`src/rtl/bce_pkg.sv`:
```
package bce_pkg;

    localparam int FLAG_W = 4;
    localparam int SEL_W  = 4;

    typedef struct packed {
        logic z;
        logic n;
        logic v;
        logic c;
    } bce_flags_t;

    // Upper three selector bits pick a test; bit 0 inverts it.
    typedef enum logic [SEL_W-2:0] {
        PR_ZERO  = 3'd0,
        PR_NEG   = 3'd1,
        PR_OVF   = 3'd2,
        PR_CARRY = 3'd3,
        PR_ULT   = 3'd4,
        PR_ULE   = 3'd5,
        PR_SLT   = 3'd6,
        PR_SLE   = 3'd7
    } bce_pair_e;

    typedef struct packed {
        bce_flags_t flags;
    } bce_state_t;

endpackage

```
`src/rtl/bce_flag_reg.sv`:
```
module bce_flag_reg
    import bce_pkg::*;
(
    input  logic       clk,
    input  logic       rst_n,
    input  logic       we,
    input  bce_flags_t flags_in,
    output bce_flags_t flags_q
);

    bce_state_t st_d;
    bce_state_t st_q;

    always_comb begin
        st_d = st_q;
        if (we) begin
            st_d.flags = flags_in;
        end
    end

    always_ff @(posedge clk or negedge rst_n) begin
        if (!rst_n) begin
            st_q <= '0;
        end else begin
            st_q <= st_d;
        end
    end

    assign flags_q = st_q.flags;

endmodule

```
`src/rtl/bce_cond_eval.sv`:
```
module bce_cond_eval
    import bce_pkg::*;
#(
    parameter bit BORROW_ON_CLEAR = 1'b0
) (
    input  bce_flags_t       flags,
    input  logic [SEL_W-1:0] sel,
    output logic             taken
);

    logic      borrow;
    logic      sgn_lt;
    logic      base;
    bce_pair_e pair;

    assign borrow = flags.c ^ BORROW_ON_CLEAR;
    assign sgn_lt = flags.n ^ flags.v;
    assign pair   = bce_pair_e'(sel[SEL_W-1:1]);

    always_comb begin
        base = 1'b0;
        unique case (pair)
            PR_ZERO:  base = flags.z;
            PR_NEG:   base = flags.n;
            PR_OVF:   base = flags.v;
            PR_CARRY: base = flags.c;
            PR_ULT:   base = borrow;
            PR_ULE:   base = borrow | flags.z;
            PR_SLT:   base = sgn_lt;
            PR_SLE:   base = sgn_lt | flags.z;
            default:  base = 1'b0;
        endcase
    end

    assign taken = base ^ sel[0];

endmodule

```
`src/rtl/bce_branch_unit.sv`:
```
module bce_branch_unit
    import bce_pkg::*;
#(
    parameter bit BORROW_ON_CLEAR = 1'b0
) (
    input  logic              clk,
    input  logic              rst_n,
    input  logic              flag_we,
    input  logic [FLAG_W-1:0] flag_in,
    input  logic [SEL_W-1:0]  cond_sel,
    output logic              taken,
    output logic [FLAG_W-1:0] flags_out
);

    bce_flags_t flags_q;

    bce_flag_reg u_flags (
        .clk      (clk),
        .rst_n    (rst_n),
        .we       (flag_we),
        .flags_in (bce_flags_t'(flag_in)),
        .flags_q  (flags_q)
    );

    bce_cond_eval #(
        .BORROW_ON_CLEAR (BORROW_ON_CLEAR)
    ) u_eval (
        .flags (flags_q),
        .sel   (cond_sel),
        .taken (taken)
    );

    assign flags_out = flags_q;

endmodule

```
`config.mk`:
```
export PLATFORM = sky130hd
export DESIGN_NAME = bce_branch_unit
export DESIGN_NICKNAME = d
export VERILOG_FILES = /design/src/rtl/bce_pkg.sv /design/src/rtl/bce_flag_reg.sv /design/src/rtl/bce_cond_eval.sv /design/src/rtl/bce_branch_unit.sv
export SDC_FILE = /design/constraint.sdc
export NUM_CORES = 1
export LEC_CHECK = 0
export ABC_AREA = 1
export BUFFER_PORTS_ARGS = -buffer_cell sky130_fd_sc_hd__buf_2
export CAP_MARGIN = 20
export CORE_AREA = 2 2 39 41
export DETAILED_ROUTE_END_ITERATION = 7
export DIE_AREA = 0 0 41 43
export RECOVER_POWER = 50
export SLEW_MARGIN = 15
export SYNTH_ARGS = -nofsm -noshare
export SYNTH_HDL_FRONTEND = slang
export SYNTH_SLANG_ARGS = --single-unit
```
`constraint.sdc`:
```
create_clock -name clk -period 2.5 [get_ports clk]
set_input_delay 0.5 -clock clk [delete_from_list [all_inputs] [get_ports clk]]
set_output_delay 0.5 -clock clk [all_outputs]
set_load 0.03 [all_outputs]
```
==> metrics.yaml <==
yosys-top-cells-area: "sky130_fd_sc_hd__dfrtp_1 40%, sky130_fd_sc_hd__nand2_1 25%, sky130_fd_sc_hd__inv_1 12%"
post-synth-top-count-cell: "sky130_fd_sc_hd__nand2_1"
power.switching_fraction_pct: 32.1
nFillCells: 164
area.growth.synth_to_final_pct: 45.8
path_cells: "inv_1 -> nand2_1 -> nand3_1 -> nand2_1 -> nand2_2 -> nand3_1 -> nand2_1 -> buf_2"
placeableCoreArea_um2: 1380
vdd_ir_drop_max_mv: 0.200
power.density_nw_per_um2: 583
finalCoreUtilization_pct: 26.5
synthesis.area_per_instance_um2: 6.13
p_int_w: 0.000145
path_common_cell: "sky130_fd_sc_hd__nand2_1"
synth_largest_area_cell: "sky130_fd_sc_hd__dfrtp_1"
setup_tns_ps: 0
grt_pass1_vias: 262
layout_worst_path_cycle_share_pct: 70.7
cts_hold_buffers: 0
synth_edf_count: 0
power_frac_seq_pct: 34.9
clock_tree.buffer_depth: 2
post_synth_num_cell_types: 8
dp_hpwl_um: 498
htree_levels: 1
largest_reg_flops: 4
vias_per_cell: 3.73
first_iter_violations: 0
num_antenna_cells: 0
ioPinCount: 16
fp.dieArea_um2: 1760
syn-num-nets: 52
max_freq_ghz: 0.566
yosys_register_bits: 4
layout-drive-gt1-share_pct: 30.5
wire_per_inst_um: 7.47
synthTopCellsByCount: "17 x sky130_fd_sc_hd__nand2_1, 8 x sky130_fd_sc_hd__inv_1, 4 x sky130_fd_sc_hd__dfrtp_1, 4 x sky130_fd_sc_hd__nand3_1, 4 x sky130_fd_sc_hd__o21ai_0"
async_flop_share_pct: 100
leakage_nw: 0.229
cp.buffers_inverters: 2
grt_overflow_total: 0
synth_top_area_share_pct: 39.8
area_of_the_multi_input_gates_um2: 118
post_synth_inst_count: 41
dieWidth_um: 41
number_of_nets_in_the_layout: 72
report.power.total_w: 0.000214
count_of_cells_resized_by_post_cts_repair: 0
globalplace.congestion: 0.643
cp.required_ps: 2000
non_filler_cells_final: 75
startpoint_type_of_the_worst_setup_path: "flop"
seqCellArea_um2: 100
worst_path_dominant_cell_family: "simple AND/OR/NAND/NOR gates"
dp.cells: 72
ys_warn_count: 0
vertical_die_dimension_um: 43
via_count: 280
numCtsBuffers: 3
antenna_left: 0
cts_setup_buffers: 0
tightest_slew_ps: 246
critPathMaxFanout: 3
min-delay-path-class: "in2async"
switching_power_w: 0.0000685
cts_sinks: 4
timing.setup.critical_path_class: "reg2out"
synth_ff_type: "sky130_fd_sc_hd__dfrtp_1"
grt_util_all_layers_pct: 7.85
row_count: 14
run_status: "finished clean"
synth-seq-area-share_pct: 39.8
finalWorstPathRequiredPeriod_ps: 1770
setup_viol_count_final: 0
crit_arrival_ps: 1270
grt_antenna_before_repair: 0
skew_ps: 0
remaining_drc_errors: 0
timing_max_transition_violations_final: 0
placement.io_buffers: 15
critPathMaxStageDelay_ps: 380
clockRootBuffer: "sky130_fd_sc_hd__clkbuf_4"
tritoncts: "done"
p_comb_share_pct: 28.7
crit_path_top_delay_cell: "sky130_fd_sc_hd__dfrtp_1"
clk_pin_slew_worst_paths_ps: 40
starting_density_of_the_core_pct: 18.2
pwr-share-clk_pct: 36.5
crit_path_end_kind: "output pin"
grt_pass1_wl_um: 910
maxCapViolations: 0
synth.cell_area_um2: 251
insertion_delay_ps: 230
grt_max_degree: 9
slew_headroom_pct: 83.6
rsz_0062_raised_after_global_routing: "false"
detail_route.wirelength_um: 560
first_pass_iters: 1
final_hold_viol_count: 0
-- placed cells by master (no fill, tap or decap) --
cell type | netlist | routed
sky130_fd_sc_hd__nor2_1 | 2 | 2
sky130_fd_sc_hd__buf_2 | 0 | 13
sky130_fd_sc_hd__nand2_1 | 17 | 17
sky130_fd_sc_hd__nand3_1 | 4 | 4
sky130_fd_sc_hd__o21ai_0 | 4 | 4
sky130_fd_sc_hd__clkbuf_1 | 0 | 2
sky130_fd_sc_hd__inv_2 | 1 | 1
sky130_fd_sc_hd__dfrtp_1 | 4 | 4
sky130_fd_sc_hd__nand2_2 | 1 | 1
sky130_fd_sc_hd__clkbuf_4 | 0 | 3
sky130_fd_sc_hd__inv_1 | 8 | 8
-- stage by stage --
stage                     setup slack, ps  area, um2  hold WS [ps]
after floorplan                       852        251           204
after global placement                769        347           305
after detailed placement              758        347           309
after CTS                             707        369          57.9
final                                 732        367          86.7
after global routing                  562        367           101
-- layer usage --
layer | part of all wire [%] | vias to the layer above | global-route usage (%)
met3 | 7.1 | 0 | 1.57
met4 | 0 | 0 | 8.00
met1 | 41 | 111 | 8.44
met5 | 0 | - | 0
li1 | - | 159 | -
met2 | 52 | 10 | 11.6
-- area by class of cell --
type                            count  share of cell area, %
Timing Repair Buffer               15                   19.8
Tap cell                           16                   5.46
Clock buffer                        3                   6.14
Inverter                            9                   9.22
Multi-Input combinational cell     28                   32.1
Sequential cell                     4                   27.3
-- power by group through the flow --
stage | registers, W | logic (W) | clock network (W)
floorplan | 0.0000873 | 0.0000268 | 0
global placement | 0.0000753 | 0.0000616 | 0
detailed placement | 0.0000755 | 0.0000627 | 0
CTS | 0.0000747 | 0.0000628 | 0.0000835
global route | 0.0000758 | 0.0000689 | 0.0000842
finish | 0.0000745 | 0.0000612 | 0.0000779
-- path summary, 6_finish.rpt --
kind,cells past startpoint,endpoint,slack (ps),from
min in group clk,3,u_flags.flags_q[3],470,flag_in[3]
worst max-delay path,8,taken,730,u_flags.flags_q[2]
worst max register to register,2,u_flags.flags_q[2],1820,u_flags.flags_q[2]
worst min-delay path,1,u_flags.flags_q[1],90,rst_n
max in group asynchronous,1,u_flags.flags_q[3],2240,rst_n
worst min register to register,2,u_flags.flags_q[3],570,u_flags.flags_q[3]
-- kinds of logic after synthesis --
kind of cell,Yosys count,share of synthesized area [%]
AND/OR/NAND/NOR,24,38.8
buffers and inverters,9,13.4
flip-flops,4,39.8
AO/OA/AOI/OAI,4,7.96
No activity file was read; power rests on OpenSTA's default activity.
